**config.mk**
```make
export PLATFORM = sky130hd
export DESIGN_NAME = sar_serial_adc
export DESIGN_NICKNAME = d
export VERILOG_FILES = /design/src/rtl/sar_if_pkg.sv /design/src/rtl/sar_edge_det.sv /design/src/rtl/sar_ctrl_frame.sv /design/src/rtl/sar_core.sv /design/src/rtl/sar_tx_stage.sv /design/src/rtl/sar_power_mode.sv /design/src/rtl/sar_serial_adc.sv
export SDC_FILE = /design/constraint.sdc
export NUM_CORES = 1
export LEC_CHECK = 0
export ABC_CLOCK_PERIOD_IN_PS = 5100
export BUFFER_PORTS_ARGS = -buffer_cell sky130_fd_sc_hd__buf_4
export CORE_AREA = 2 2 86 88
export DETAILED_ROUTE_END_ITERATION = 12
export DIE_AREA = 0 0 88 90
export PLACE_DENSITY = 0.75
export SETUP_SLACK_MARGIN = 0.4
export SLEW_MARGIN = 20
export SYNTH_ARGS = -nofsm -noshare
export SYNTH_HDL_FRONTEND = slang
export SYNTH_SLANG_ARGS = --single-unit
```
**constraint.sdc**
```tcl
create_clock -name clk -period 5.1 [get_ports clk]
set_input_delay 1.02 -clock clk [delete_from_list [all_inputs] [get_ports clk]]
set_output_delay 1.02 -clock clk [all_outputs]
set_load 0.01 [all_outputs]
```
**src/rtl/sar_if_pkg.sv**
```systemverilog
package sar_if_pkg;

  typedef enum logic [1:0] {
    PH_IDLE = 2'd0,
    PH_CTRL = 2'd1,
    PH_CONV = 2'd2
  } phase_t;

  typedef enum logic [1:0] {
    PM_AUTO_OFF = 2'b00,
    PM_RSVD     = 2'b01,
    PM_INT_CLK  = 2'b10,
    PM_EXT_ON   = 2'b11
  } pmode_t;

  // next {keep_on, clk_int} after a conversion completes with code pm
  function automatic logic [1:0] pm_next(input pmode_t pm, input logic keep, input logic intc);
    case (pm)
      PM_AUTO_OFF: pm_next = {1'b0, intc};
      PM_INT_CLK:  pm_next = 2'b11;
      PM_EXT_ON:   pm_next = 2'b10;
      default:     pm_next = {keep, intc};
    endcase
  endfunction

endpackage

```
**src/rtl/sar_edge_det.sv**
```systemverilog
module sar_edge_det (
  input  logic clk,
  input  logic rst_n,
  input  logic sclk,
  input  logic cs_n,
  output logic rise,
  output logic fall
);
  logic sclk_q;

  always_ff @(posedge clk or negedge rst_n) begin
    if (!rst_n) sclk_q <= 1'b0;
    else        sclk_q <= sclk;
  end

  assign rise = ~cs_n & sclk & ~sclk_q;
  assign fall = ~cs_n & ~sclk & sclk_q;
endmodule

```
**src/rtl/sar_ctrl_frame.sv**
```systemverilog
module sar_ctrl_frame
  import sar_if_pkg::*;
#(
  parameter int DATA_W = 16,
  localparam int SW = $clog2(DATA_W)
) (
  input  logic          clk,
  input  logic          rst_n,
  input  logic          abort,
  input  logic          rise,
  input  logic          sdi,
  output logic          ev_hold,
  output logic          ev_step,
  output logic          ev_last,
  output logic [SW-1:0] step_idx,
  output logic [2:0]    chan,
  output logic          single,
  output pmode_t        pm,
  output logic          acq,
  output logic          conv
);
  localparam logic [SW-1:0] LAST_STEP = SW'(DATA_W - 1);

  phase_t        phase;
  logic [2:0]    cbit;
  logic [1:0]    sr;
  logic [SW-1:0] step;

  assign ev_hold  = rise & ~abort & (phase == PH_CTRL) & (cbit == 3'd6);
  assign ev_step  = rise & ~abort & (phase == PH_CONV);
  assign ev_last  = ev_step & (step == LAST_STEP);
  assign step_idx = step;
  assign conv     = (phase == PH_CONV);

  always_ff @(posedge clk or negedge rst_n) begin
    if (!rst_n) begin
      phase  <= PH_IDLE;
      cbit   <= '0;
      sr     <= '0;
      step   <= '0;
      chan   <= '0;
      single <= 1'b0;
      pm     <= PM_AUTO_OFF;
      acq    <= 1'b0;
    end else if (abort) begin
      phase <= PH_IDLE;
      cbit  <= '0;
      step  <= '0;
      acq   <= 1'b0;
    end else if (rise) begin
      case (phase)
        PH_IDLE: if (sdi) begin
          phase <= PH_CTRL;
          cbit  <= '0;
        end
        PH_CTRL: begin
          sr   <= {sr[0], sdi};
          cbit <= cbit + 3'd1;
          if (cbit == 3'd2) begin
            chan <= {sr, sdi};
            acq  <= 1'b1;
          end
          if (cbit == 3'd4) single <= sdi;
          if (cbit == 3'd6) begin
            pm    <= pmode_t'({sr[0], sdi});
            phase <= PH_CONV;
            acq   <= 1'b0;
            step  <= '0;
          end
        end
        PH_CONV: begin
          step <= step + SW'(1);
          if (step == LAST_STEP) phase <= PH_IDLE;
        end
        default: phase <= PH_IDLE;
      endcase
    end
  end
endmodule

```
**src/rtl/sar_core.sv**
```systemverilog
module sar_core #(
  parameter int DATA_W = 16,
  localparam int SW = $clog2(DATA_W)
) (
  input  logic              clk,
  input  logic              rst_n,
  input  logic              ev_hold,
  input  logic              ev_step,
  input  logic [SW-1:0]     step_idx,
  input  logic [DATA_W-1:0] sample_in,
  output logic              dec
);
  localparam logic [SW-1:0] TOP_POS = SW'(DATA_W - 1);

  logic [DATA_W-1:0] held;
  logic [DATA_W-1:0] acc;
  logic [DATA_W-1:0] trial;

  // trial code: accumulated bits plus the bit under test
  function automatic logic [DATA_W-1:0] trial_code(input logic [DATA_W-1:0] a, input logic [SW-1:0] s);
    return a | (DATA_W'(1) << (TOP_POS - s));
  endfunction

  // comparator stand-in: keep the bit when the input reaches the trial level
  function automatic logic keep_bit(input logic [DATA_W-1:0] vin, input logic [DATA_W-1:0] t);
    return vin >= t;
  endfunction

  assign trial = trial_code(acc, step_idx);
  assign dec   = keep_bit(held, trial);

  always_ff @(posedge clk or negedge rst_n) begin
    if (!rst_n) begin
      held <= '0;
      acc  <= '0;
    end else if (ev_hold) begin
      held <= sample_in;
      acc  <= '0;
    end else if (ev_step) begin
      if (dec) acc <= trial;
    end
  end
endmodule

```
**src/rtl/sar_tx_stage.sv**
```systemverilog
module sar_tx_stage (
  input  logic clk,
  input  logic rst_n,
  input  logic abort,
  input  logic ev_hold,
  input  logic ev_step,
  input  logic dec,
  input  logic fall,
  output logic sdo,
  output logic busy
);
  logic busy_pend, bit_pend, bit_vld;

  always_ff @(posedge clk or negedge rst_n) begin
    if (!rst_n) begin
      busy_pend <= 1'b0;
      bit_pend  <= 1'b0;
      bit_vld   <= 1'b0;
      sdo       <= 1'b0;
      busy      <= 1'b0;
    end else if (abort) begin
      busy_pend <= 1'b0;
      bit_pend  <= 1'b0;
      bit_vld   <= 1'b0;
      sdo       <= 1'b0;
      busy      <= 1'b0;
    end else begin
      if (ev_hold) busy_pend <= 1'b1;
      if (ev_step) begin
        bit_pend <= dec;
        bit_vld  <= 1'b1;
      end
      if (fall) begin
        busy      <= busy_pend;
        busy_pend <= 1'b0;
        sdo       <= bit_vld & bit_pend;
        bit_vld   <= 1'b0;
      end
    end
  end
endmodule

```
**src/rtl/sar_power_mode.sv**
```systemverilog
module sar_power_mode
  import sar_if_pkg::*;
(
  input  logic   clk,
  input  logic   rst_n,
  input  logic   ev_last,
  input  pmode_t pm,
  output logic   keep_on,
  output logic   clk_int
);
  always_ff @(posedge clk or negedge rst_n) begin
    if (!rst_n) begin
      keep_on <= 1'b0;
      clk_int <= 1'b0;
    end else if (ev_last) begin
      {keep_on, clk_int} <= pm_next(pm, keep_on, clk_int);
    end
  end
endmodule

```
**src/rtl/sar_serial_adc.sv**
```systemverilog
module sar_serial_adc
  import sar_if_pkg::*;
#(
  parameter int DATA_W = 16,
  localparam int SW = $clog2(DATA_W)
) (
  input  logic              clk,
  input  logic              rst_n,
  input  logic              shdn_n,
  input  logic              cs_n,
  input  logic              sclk,
  input  logic              sdi,
  input  logic [DATA_W-1:0] sample_in,
  output logic              sdo,
  output logic              sdo_oe,
  output logic              busy,
  output logic              busy_oe,
  output logic [2:0]        mux_sel,
  output logic              mux_single,
  output logic              acquiring,
  output logic              powered_up,
  output logic              clk_internal
);
  logic          ev_rise, ev_fall, ev_hold, ev_step, ev_last;
  logic          abort, conv, dec, keep_on;
  logic [SW-1:0] step_idx;
  pmode_t        pm;

  assign abort = cs_n | ~shdn_n;

  sar_edge_det u_edge (
    .clk(clk), .rst_n(rst_n), .sclk(sclk), .cs_n(cs_n),
    .rise(ev_rise), .fall(ev_fall)
  );

  sar_ctrl_frame #(.DATA_W(DATA_W)) u_frame (
    .clk(clk), .rst_n(rst_n), .abort(abort), .rise(ev_rise), .sdi(sdi),
    .ev_hold(ev_hold), .ev_step(ev_step), .ev_last(ev_last), .step_idx(step_idx),
    .chan(mux_sel), .single(mux_single), .pm(pm), .acq(acquiring), .conv(conv)
  );

  sar_core #(.DATA_W(DATA_W)) u_sar (
    .clk(clk), .rst_n(rst_n), .ev_hold(ev_hold), .ev_step(ev_step),
    .step_idx(step_idx), .sample_in(sample_in), .dec(dec)
  );

  sar_tx_stage u_tx (
    .clk(clk), .rst_n(rst_n), .abort(abort), .ev_hold(ev_hold),
    .ev_step(ev_step), .dec(dec), .fall(ev_fall), .sdo(sdo), .busy(busy)
  );

  sar_power_mode u_pwr (
    .clk(clk), .rst_n(rst_n), .ev_last(ev_last), .pm(pm),
    .keep_on(keep_on), .clk_int(clk_internal)
  );

  assign sdo_oe     = ~cs_n;
  assign busy_oe    = ~cs_n;
  assign powered_up = shdn_n & (keep_on | acquiring | conv);
endmodule

```
* Yosys cells after proc, flatten, opt, wreduce, memory -nomap -nowiden
Index checks and enable logic that the tools add are counted.
Word-level totals: register bits 58, bits of input ports 22, logic and storage cells 116
Cells by class: add/subtract/negate cells 3, magnitude comparators 1, eq/ne operators 11, shift-type cells 1, multiplexer cells 35, bitwise gates (word level) 21, reduce and logical (&&, ||, !) cells 26
Operator list (number):
- 16-bit two-way mux | 3
- 3-bit nonzero test | 6
- 1-bit two-way mux | 17
- 16-bit greater-or-equal comparator | 1
- 16-bit bitwise OR | 1
- 4-bit AND reduction | 4
- 1-bit by 4-bit << shifter with 16-bit output, first input constant | 1
- 3-bit AND reduction | 5
- 2-bit nonzero test | 7
- 4-bit two-way mux | 3
- 2-bit one-hot mux with 3 select lines | 2
- 1-bit AND | 11
- 2-bit two-way mux | 5
- 3-bit two-way mux | 3
- 4-bit one-hot mux with 2 select lines | 1
- 2-bit == test, second input constant | 3
- 3-bit == test, second input constant | 2
- 3-bit by 2-bit != test with 1-bit output, second input constant | 2
- 1-bit inverter | 6
- 3-bit one-hot mux with 2 select lines | 1
- 4-bit by 1-bit adder with 4-bit output, second input constant | 1
- 4-bit == test, second input constant | 1
- 2-bit zero test | 2
- 2-bit AND reduction | 2
- 6 further kinds | 8

* Depth between registers and ports, before layout
Gate-level depths: netlist (run 1).
word-level depth 9, mapped depth 12

* Cells and area by module
A second synthesis (run 1) with hierarchy kept.
Second synthesis, totals: cells, all modules 275, area, all modules 3057.9 sq um
Modules (own cells, without submodules):
- sar_core | instances 1, cells an instance 158, area an instance 1799.2 sq um
- sar_ctrl_frame | instances 1, cells an instance 86, area an instance 923.4 sq um
- sar_tx_stage | instances 1, cells an instance 16, area an instance 186.4 sq um
- sar_power_mode | instances 1, cells an instance 8, area an instance 82.6 sq um
- sar_edge_det | instances 1, cells an instance 3, area an instance 40.0 sq um
- sar_serial_adc | instances 1, cells an instance 4, area an instance 26.3 sq um

* Least setup slack after synthesis (run 1)
Ideal clock, no wire load.
path kind reg-to-reg, start point register u_frame.step[2], in the netlist u_frame.step_idx[2], end point register u_sar.acc[10], arrival 2.841 ns, setup slack 2.153 ns, stages on the path, launching flop included 13, period minus slack after synthesis 2.947 ns, cell sequence dfrtp_1 clkbuf_1 inv_1 ha_1 a21oi_1 ha_1 and4_1 o211ai_1 or4_1 and3_1 buf_6 buf_6 a2111oi_4
On the way: longest elaborated chain between the ends 6, elaborated cells between the ends (all ways) 9, classes of those cells add/sub: 1; order compare: 1; shift: 1; mux: 3; bitwise: 1; reduce/logical: 2
Ends and longest elaborated chain:
- start, declared | line sar_ctrl_frame.sv:27 | logic [SW-1:0] step;
- start signal, assigned | line sar_ctrl_frame.sv:72 | step <= step + SW'(1);
- 4-bit subtractor (*) | line sar_core.sv:21 | return a | (DATA_W'(1) << (TOP_POS - s));
- 1-bit by 4-bit << shifter with 16-bit output (*) | line sar_core.sv:21
- 16-bit bitwise OR (*) | line sar_core.sv:21
- 16-bit greater-or-equal comparator / 16-bit two-way mux (equally long branches) | line sar_core.sv:26, sar_core.sv:40
- 2-bit nonzero test (no line) / 16-bit two-way mux (equally long branches)
- 2-bit AND reduction (no line) / 16-bit two-way mux (equally long branches)
- end signal, assigned | line sar_core.sv:40 | if (dec) acc <= trial;
- end, declared | line sar_core.sv:16 | logic [DATA_W-1:0] acc;
Every way passes the cells marked *; elsewhere a longest branch is shown, timed or not. The select of a mux whose other input is x is not followed. A chain may end at the register's enable or synchronous reset.

* Final worst setup path (run 1)
start point register u_frame.step[0], in the netlist u_frame.step_idx[0], end point register u_sar.acc[4]
The elaborated chain is that of the path after synthesis.

==> results of run 1 <==
[power by group through the flow]
stage	logic (uW)	registers [uW]	clock network (uW)
floorplan	7.87	471	0
global placement	31.7	471	0
detailed placement	32.0	471	0
CTS	32.2	462	443
global route	35.4	462	463
finish	31.2	463	431
[routing by layer]
metal	part of all wire [%]	track usage (%)
met1	44	22.49
met2	51	27.97
met3	3.3	4.224
met4	1.6	7.436
met5	0	0
[through the flow]
stage,util (%),power (uW)
final,51.36,924.7
after global routing,51.36,960.5
after CTS,51.35,937.8
after detailed placement,48.44,503.0
after global placement,48.44,502.7
after floorplan,-,478.4
[area by class of cell]
class	count	area, um^2	area share, %
flip-flops and latches	58	1451	40.25
clock buffers	11	151.4	4.198
repair buffers	33	247.7	6.870
multi-input cells	189	1481	41.08
clock inverters	5	52.55	1.457
well taps	99	123.9	3.435
inverters	26	97.59	2.706
[worst max-delay path by stage]
stage                                    from            end  slack (ns)  cells after the start
after floorplan           u_frame.step_idx[2]  u_sar.acc[10]        2.15                     12
after global placement                   cs_n   u_sar.acc[7]        1.56                      7
after detailed placement                 cs_n   u_sar.acc[8]        1.44                      7
after CTS                 u_frame.step_idx[0]   u_sar.acc[4]        1.53                      9
after global routing      u_frame.step_idx[0]   u_sar.acc[7]        1.32                      9
final                     u_frame.step_idx[0]   u_sar.acc[4]        1.55                      9
[cell families after synthesis]
logic type,count (synthesis),synth area share [%]
xor gates and xnor gates,1,0.2828
muxes,26,9.370
and+or+nand+nor,69,11.07
buffers and inverters,38,5.372
AOI/OAI and AO/OA,68,16.96
adders and majority gates,25,10.10
DFF,58,46.85
[cells in the final DEF (no fill, tap or decap), types with 5 or more instances in the layout]
master	n
dfrtp_1	58
nand2_1	18
nand3_1	8
ha_1	25
o21ai_0	13
mux2_2	24
a21oi_1	26
a2111oi_4	5
inv_1	26
buf_4	33
and3_1	5
nor2_1	21
clkbuf_8	11
a2111oi_0	8
[state kept, by name, summed over array words and instances (netlist names), 2 cells and up]
| name | cells |
|---|---|
| u_sar.held | 16 |
| u_sar.acc | 16 |
| u_frame.cbit | 3 |
| u_frame.pm | 2 |
| u_frame.chan | 3 |
| u_frame.sr | 2 |
| u_frame.step_idx | 4 |
| u_frame.phase | 2 |
[worst register-to-register path, stage by stage (launching register included)]
cell,delay [ns]
dfrtp_1,0.44
ha_1,0.30
ha_1,0.25
a21oi_1,0.34
ha_1,0.18
and4_1,0.26
o211ai_1,0.10
or4_1,0.49
and3_1,0.50
a2111oi_0,0.56
==> run_results.csv, run 1 <==
group,metric,value,unit
synthesis,synth_cells,285,
synthesis,ys_ff_latch,58,
pwr,ir_drop,0.0001321,V
pwr,p_int,724.2,uW
sta,finalSetupViolCount,0,
sta,holdWs,0.4689,ns
hold_path,hold_path_depth,1,
setup_path,start_kind,"flip-flop",
pwr,swShare,21.68,%
setup_path,crit_family,"simple AND/OR/NAND/NOR gates",
setup_path,slowest_stage,"a2111oi_0",
finish,drive_gt1_share,25.16,%
sta,min_period,3.554,ns
setup_path,cpPeakStageDelay,0.56,ns
place,post-dp-hpwl,4331,um
setup_path,cp_max_fo,17,
synthesis,ys_top_cells_by_count,"dfrtp_1, a21oi_1, inv_1, ha_1, mux2_2",
synthesis,ys_async_sr_fraction,100.0,%
pwr,power_frac_seq,50.0,%
sta,period_share,69.68,%
synthesis,synth_top_area_share,46.85,%
clocking,htreeDepth,3,
floorplan,io_pins,33,
synthesis,avgSynthCellArea,10.87,um^2
hold_path,hold_class,"flip-flop to flip-flop",
synthesis,synth.area.top_cells,"dfrtp_1, ha_1, mux2_2, a2111oi_4, a21oi_1",
place,dp_cells,405,
sta,fmax,281.4,MHz
global_route,grt_use_total,17.53,%
sta,rsz0062_at_grt,"false",
place,place.gp.congestion,0.7977,
finish,n_fill_cell,631,
sta,finalHoldViolations,0,
clocking,clk_path_buf_depth,2,
clocking,hold_buffers,0,
sta,fin_setup_tns,0,ns
drt,drt_iter0_drc,124,
clocking,clock_latency,0.35,ns
pwr,p_clk_share,46.6,%
sta,max_slew_margin,34.77,%
global_route,grt_overflow,0,
sta,worst-slew-pin-transition,0.9784,ns
drt,viasPerCell,5.259,
setup_path,r2r_slack,1.55,ns
global_route,grt_pass1_wl,10760,um
hold_path,min-delay-start,"u_frame.pm[0]",
synthesis,yosysSeqAreaShare,46.85,%
flow_run,drv_cap,0,
clocking,clkTransAtPathRegs,0.06,ns
setup_path,timing.rr.start,"u_frame.step_idx[0]",
synthesis,synth_most_common_cell,"dfrtp_1",
setup_path,r2r_end,"u_sar.acc[4]",
drt,wire_per_inst,14.82,um
drt,vias,2214,
outcome,status,"completed",
clocking,numCtsBuffers,9,
sta,clock_skew,0.01162,ns
clocking,clk_root_buffer_cell,"clkbuf_8",
setup_path,critPathArrivalTime,3.75,ns
setup_path,path_common_cell,"ha_1",
clocking,cts.sinks,58,
synthesis,synth_edf_count,0,
floorplan,initial_core_util,44.13,%
finish,final_area,0.003606,mm^2
global_route,grt_start_max_net_pins,59,
setup_path,reg2regPathDepth,9,
synthesis,ys_warn_count,0,
synthesis,syn_nets,332,
synthesis,synth_area_leader_cell,"dfrtp_1",
place,port_buffers,32,
place,pre_cts_ws,1.436,ns
drt,final_antenna_net_count,0,
drt,wl,6241,um
global_route,antenna_found_initial,0,
floorplan,fp.dieW,88,um
finish,antenna_cells,0,
synthesis,synthDistinctLibCells,37,
sta,slew_viol_final,0,
drt,drc,0,
place,post_dp_cell_area,0.003401,mm^2
global_route,grt_pass1_vias,2299,
synthesis,synthFlopType,"dfrtp_1",
pwr,powerDensity,256.4,mW/mm^2
clocking,cts_tree,"yes",
floorplan,dieHeight,90,um
floorplan,row_count,31,
setup_path,required,5.30,ns
clocking,postCtsSetupRepairBufs,0,
sta,timing.final.ws_setup,1.546,ns
floorplan,coreArea,0.007020,mm^2
finish,area_growth,16.40,%
pwr,power_leakage,0.001651,uW
pwr,pwr-share-comb,3.4,%
finish,nets,364,
floorplan,die_area,0.007920,mm^2
setup_path,crit_chain,"ha_1 > ha_1 > a21oi_1 > ha_1 > and4_1 > o211ai_1 > or4_1 > and3_1 > a2111oi_0",
synthesis,synthesis.area,0.003098,mm^2
setup_path,crit_buf_inv,0,
setup_path,crit_type,"flip-flop to flip-flop",
finish,fin_cells,421,
pwr,p_sw,200.4,uW
clocking,cts-resized-gates,0,
setup_path,endpoint_kind,"flip-flop",
drt,firstDrtPassIters,4,
hold_path,holdPathEnd,"u_pwr.clk_int",
Note: power is estimated with default switching activity, not from simulation.
==> inputs of run 2 (changes only) <==
--- a/config.mk
+++ b/config.mk
@@ -5,12 +5,12 @@
 export SDC_FILE = /design/constraint.sdc
 export NUM_CORES = 1
 export LEC_CHECK = 0
-export ABC_CLOCK_PERIOD_IN_PS = 5100
+export ABC_CLOCK_PERIOD_IN_PS = 3150
 export BUFFER_PORTS_ARGS = -buffer_cell sky130_fd_sc_hd__buf_4
 export CORE_AREA = 2 2 86 88
 export DETAILED_ROUTE_END_ITERATION = 12
 export DIE_AREA = 0 0 88 90
-export PLACE_DENSITY = 0.75
+export PLACE_DENSITY = 0.78
 export SETUP_SLACK_MARGIN = 0.4
 export SLEW_MARGIN = 20
 export SYNTH_ARGS = -nofsm -noshare
==> constraint.sdc (replaced) <==
create_clock -name clk -period 3.15 [get_ports clk]
set_input_delay 0.63 -clock clk [delete_from_list [all_inputs] [get_ports clk]]
set_output_delay 0.63 -clock clk [all_outputs]
set_load 0.01 [all_outputs]
==> run_results.csv, run 2 (synthesized netlist as in run 1, its figures left out) <==
group,metric,value,unit
outcome,status,"completed",
setup_path,critPathArrivalTime,3.01,ns
drt,drc,0,
clocking,clock_latency,0.35,ns
drt,firstDrtPassIters,4,
sta,finalHoldViolations,0,
sta,fmax,357.5,MHz
sta,fin_setup_tns,0,ns
clocking,clkTransAtPathRegs,0.07,ns
setup_path,cp_max_fo,8,
sta,slew_viol_final,0,
sta,worst-slew-pin-transition,0.7353,ns
drt,wire_per_inst,16.37,um
finish,area_growth,30.21,%
finish,n_fill_cell,551,
setup_path,r2r_slack,0.35,ns
sta,finalSetupViolCount,0,
clocking,htreeDepth,3,
clocking,numCtsBuffers,9,
global_route,grt_pass1_vias,2491,
flow_run,drv_cap,0,
global_route,grt_pass1_wl,11910,um
drt,final_antenna_net_count,0,
finish,final_common_cell,"dfrtp_1",
floorplan,die_area,0.007920,mm^2
drt,viasPerCell,5.418,
finish,nets,381,
drt,vias,2373,
setup_path,required,3.36,ns
global_route,grt_overflow,0,
clocking,cts_tree,"yes",
place,post-dp-hpwl,4726,um
drt,drt_iter0_drc,114,
drt,wl,7168,um
finish,drive_gt1_share,37.76,%
setup_path,reg2regPathDepth,9,
finish,fin_util,57.46,%
global_route,grt_start_max_net_pins,59,
place,place.gp.congestion,0.8357,
place,port_buffers,32,
global_route,grt_use_total,19.37,%
clocking,cts.sinks,58,
sta,holdWs,0.3126,ns
setup_path,crit_type,"flip-flop to flip-flop",
floorplan,io_pins,33,
clocking,clk_root_buffer_cell,"clkbuf_8",
floorplan,coreArea,0.007020,mm^2
floorplan,initial_core_util,44.13,%
sta,min_period,2.797,ns
sta,clock_skew,0.01320,ns
clocking,hold_buffers,0,
sta,rsz0062_at_grt,"true",
clocking,clk_path_buf_depth,2,
sta,period_share,88.81,%
finish,mostFrequentLayoutCells,"dfrtp_1, buf_4, mux2_2",
sta,max_slew_margin,50.98,%
pwr,powerDensity,425.0,mW/mm^2
setup_path,endpoint_kind,"flip-flop",
floorplan,fp.dieW,88,um
hold_path,hold_class,"input pin to asynchronous set/reset pin",
pwr,power_leakage,0.001786,uW
setup_path,start_kind,"flip-flop",
floorplan,dieHeight,90,um
global_route,antenna_found_initial,0,
pwr,ir_drop,0.0002121,V
finish,antenna_cells,0,
floorplan,row_count,31,
==> run 2: cell count changes in the layout (fill, tap and decap cells not counted), moves of 7 or more <==
cell,change
buf_4,+14
ha_1,-7
ha_4,+7
a21oi_1,-8
a2111oi_0,-7
==> run 2: final timing paths <==
kind,startpoint,end
min in group clk,sclk,u_edge.sclk_q
hold / removal,rst_n,u_frame.chan[2]
setup / recovery,u_frame.step_idx[0],u_sar.acc[15]
max in group asynchronous,rst_n,u_frame.step_idx[3]
setup reg to reg,u_frame.step_idx[0],u_sar.acc[15]
hold reg to reg,u_tx.bit_vld,u_tx.bit_vld
==> run 2: stage by stage <==
step	cells	worst slack, ns	power (uW)	area [um^2]
2_1_floorplan	285	0.4022	774.5	3152
3_3_place_gp	411	0.1942	814.0	3501
3_5_place_dp	411	0.07216	815.3	3501
4_1_cts	437	0.3710	1724	3998
5_1_grt	438	0.3017	1766	4034
6_report	438	0.3525	1714	4034
==> run 2: per-layer routing <==
metal | routed length (um) | share of wire [%] | track usage [%] | vias up
li1 | - | - | - | 1126
met1 | 3130 | 44 | 24.34 | 1183
met2 | 3607 | 50 | 30.49 | 48
met3 | 264 | 3.7 | 5.418 | 16
met4 | 166 | 2.3 | 9.103 | 0
met5 | 0 | 0 | 0 | -
==> run 2: final cells by class <==
| type | instances | area [um^2] | share of cell area, % |
|---|---|---|---|
| sequential | 58 | 1456 | 36.10 |
| clock inverter | 7 | 141.4 | 3.505 |
| clock buffer | 9 | 123.9 | 3.071 |
| inverter | 26 | 105.1 | 2.605 |
| tap | 99 | 123.9 | 3.071 |
| multi-input combinational | 189 | 1684 | 41.75 |
| timing repair buffer | 50 | 399.1 | 9.895 |
==> run 2: what timing repair did <==
action                     CTS  global route
setup buffers               10             1
cloned                       0             0
gates resized for setup     32            12
setup endpoints to repair   17            17
pin swaps                   15             7
==> run 2: where the power goes <==
part | switching [uW] | internal [uW] | total [uW] | leakage, uW
Sequential | 2.24 | 746 | 749 | 0.000780
Combinational | 29.6 | 22.3 | 51.9 | 0.000876
Clock | 309 | 605 | 914 | 0.000129
==> run 2: critical path, stage by stage, from the launching register on <==
cell and delay, ns:
dfrtp_2 0.48, ha_4 0.21, ha_4 0.18, a21oi_4 0.19
ha_4 0.15, and4_4 0.23, o211ai_1 0.08, or4_1 0.48
and3_4 0.22, a2111oi_1 0.45
==> inputs of run 3 (changes only) <==
--- a/config.mk
+++ b/config.mk
@@ -7,10 +7,12 @@
 export LEC_CHECK = 0
 export ABC_CLOCK_PERIOD_IN_PS = 3150
 export BUFFER_PORTS_ARGS = -buffer_cell sky130_fd_sc_hd__buf_4
-export CORE_AREA = 2 2 86 88
+export CELL_PAD_IN_SITES_DETAIL_PLACEMENT = 0
+export CELL_PAD_IN_SITES_GLOBAL_PLACEMENT = 1
+export CORE_AREA = 2 2 89 91
 export DETAILED_ROUTE_END_ITERATION = 12
-export DIE_AREA = 0 0 88 90
-export PLACE_DENSITY = 0.78
+export DIE_AREA = 0 0 91 93
+export PLACE_DENSITY = 0.87
 export SETUP_SLACK_MARGIN = 0.4
 export SLEW_MARGIN = 20
 export SYNTH_ARGS = -nofsm -noshare
==> run_results.csv, run 3 (synthesized netlist as in run 1, its figures left out) <==
group,metric,value,unit
finish,nets,390,
setup_path,r2r_end,"u_sar.acc[8]",
drt,drt_iter0_drc,102,
global_route,grt_use_met1,21.39,%
drt,vias,2431,
setup_path,critPathArrivalTime,3.00,ns
finish,area_growth,38.09,%
global_route,grt_use_total,18.07,%
setup_path,slowest_stage,"or4_1",
sta,min_period,2.757,ns
sta,max_slew_margin,50.49,%
floorplan,coreArea,0.007527,mm^2
setup_path,crit_type,"flip-flop to flip-flop",
setup_path,crit_family,"simple AND/OR/NAND/NOR gates",
global_route,grt_start_max_net_pins,59,
floorplan,die_area,0.008463,mm^2
sta,finalHoldViolations,0,
finish,fin_util,56.83,%
setup_path,reg2regPathDepth,10,
drt,wl,7697,um
clocking,htreeDepth,3,
setup_path,cp_max_fo,4,
outcome,status,"completed",
sta,period_share,87.51,%
place,port_buffers,32,
sta,holdWs,0.3424,ns
pwr,powerDensity,335.0,mW/mm^2
finish,antenna_cells,0,
clocking,cts.sinks,58,
setup_path,crit_buf_inv,3,
setup_path,r2r_slack,0.39,ns
clocking,numCtsBuffers,9,
pwr,ir_drop,0.0002091,V
clocking,clk_path_buf_depth,2,
sta,slew_viol_final,0,
drt,drc,0,
pwr,power_leakage,0.001854,uW
sta,fmax,362.8,MHz
setup_path,start_kind,"flip-flop",
clocking,hold_buffers,0,
global_route,grt_pass1_wl,11910,um
global_route,grt_overflow,0,
clocking,clock_latency,0.34,ns
global_route,grt_use_met2,30.93,%
drt,firstDrtPassIters,4,
setup_path,path_depth,10,
drt,viasPerCell,5.402,
clocking,clk_root_buffer_cell,"clkbuf_8",
clocking,cts_tree,"yes",
sta,fin_setup_tns,0,ns
finish,mostFrequentLayoutCells,"dfrtp_1, buf_4, mux2_2",
finish,drive_gt1_share,42.82,%
floorplan,io_pins,33,
clocking,clkTransAtPathRegs,0.07,ns
setup_path,crit_path_end,"u_sar.acc[8]",
flow_run,drv_cap,0,
sta,rsz0062_at_grt,"true",
setup_path,cpPeakStageDelay,0.53,ns
place,post-dp-hpwl,4486,um
sta,worst-slew-pin-transition,0.7427,ns
floorplan,fp.dieW,91,um
global_route,grt_pass1_vias,2512,
floorplan,initial_core_util,41.16,%
floorplan,row_count,32,
global_route,antenna_found_initial,0,
setup_path,required,3.39,ns
sta,finalSetupViolCount,0,
sta,clock_skew,0.008893,ns
finish,final_common_cell,"dfrtp_1",
drt,final_antenna_net_count,0,
hold_path,hold_class,"input pin to asynchronous set/reset pin",
place,place.gp.congestion,0.8431,
global_route,grt_busiest_layer,"met2",
setup_path,timing.rr.start,"u_frame.step_idx[1]",
place,dp_cells,413,
floorplan,dieHeight,93,um
finish,fin_cells,450,
drt,wire_per_inst,17.10,um
setup_path,endpoint_kind,"flip-flop",
setup_path,startpoint,"u_frame.step_idx[1]",
setup_path,crit_chain,"buf_6 > ha_4 > buf_4 > a21oi_2 > ha_1 > nand2_1 > or4_1 > and3_4 > clkbuf_16 > a2111oi_4",
global_route,use_met3,5.641,%
run 3: cell count changes in the layout (fill, tap and decap cells not counted), sizes merged:
cell / before / now
buf: 50 / 58
clkinvlp: 1 / 0
clkbuf: 9 / 15
bufinv: 4 / 0
run 3: metrics by stage:
stage,power [uW],cell area [um^2],setup WS (ns)
3_3_place_gp,815.4,3497,0.2404
4_1_cts,1445,4065,0.4076
5_1_grt,1483,4278,0.3073
3_5_place_dp,816.3,3497,0.07874
6_report,1433,4278,0.3934
2_1_floorplan,774.5,3152,0.4022
run 3: cell type report:
type | count | area (um^2)
Clock buffer | 14 | 172.7
Clock inverter | 2 | 10.01
Fill cell | 624 | 3249
Inverter | 26 | 105.1
Multi-Input combinational cell | 189 | 1902
Sequential cell | 58 | 1456
Tap cell | 102 | 127.6
Timing Repair Buffer | 59 | 504.2
run 3: what timing repair did:
item | CTS | global route
pin swaps | 16 | 15
gates resized for setup | 50 | 21
buffers inserted | 15 | 4
gates cloned | 1 | 1
endpoints found under the setup margin | 13 | 17
run 3: where the power goes:
| group | internal [uW] | leakage, uW | total, uW | switching (uW) |
|---|---|---|---|---|
| clock network | 348 | 0.0000965 | 632 | 284 |
| logic | 23.0 | 0.000977 | 52.0 | 29.0 |
| registers | 747 | 0.000780 | 749 | 2.21 |
| total | 1120 | 0.00185 | 1430 | 315 |
run 3: how the worst min path moves through the flow:
stage | start | endpoint | slack [ns] | depth (start not counted)
CTS | rst_n | u_sar.acc[5] | 0.38 | 1
detailed placement | u_tx.busy_pend | u_tx.busy_pend | 0.48 | 1
global route | rst_n | u_sar.held[12] | 0.42 | 1
global placement | u_frame.pm[0] | u_pwr.clk_int | 0.46 | 1
finish | rst_n | u_sar.held[12] | 0.34 | 1
floorplan | rst_n | u_edge.sclk_q | 0.33 | 0
run 3: worst reg2reg max path, cell delays in order, from the launching register on:
cell,delay (ns)
dfrtp_2,0.46
buf_6,0.14
ha_4,0.19
buf_4,0.15
a21oi_2,0.22
ha_1,0.20
nand2_1,0.07
or4_1,0.53
and3_4,0.21
clkbuf_16,0.17
a2111oi_4,0.33
run 3: layer usage:
metal | up-vias | routed length [um]
met4 | 0 | 208
met3 | 19 | 363
li1 | 1137 | -
met5 | - | 0
met1 | 1211 | 3166
met2 | 64 | 3958
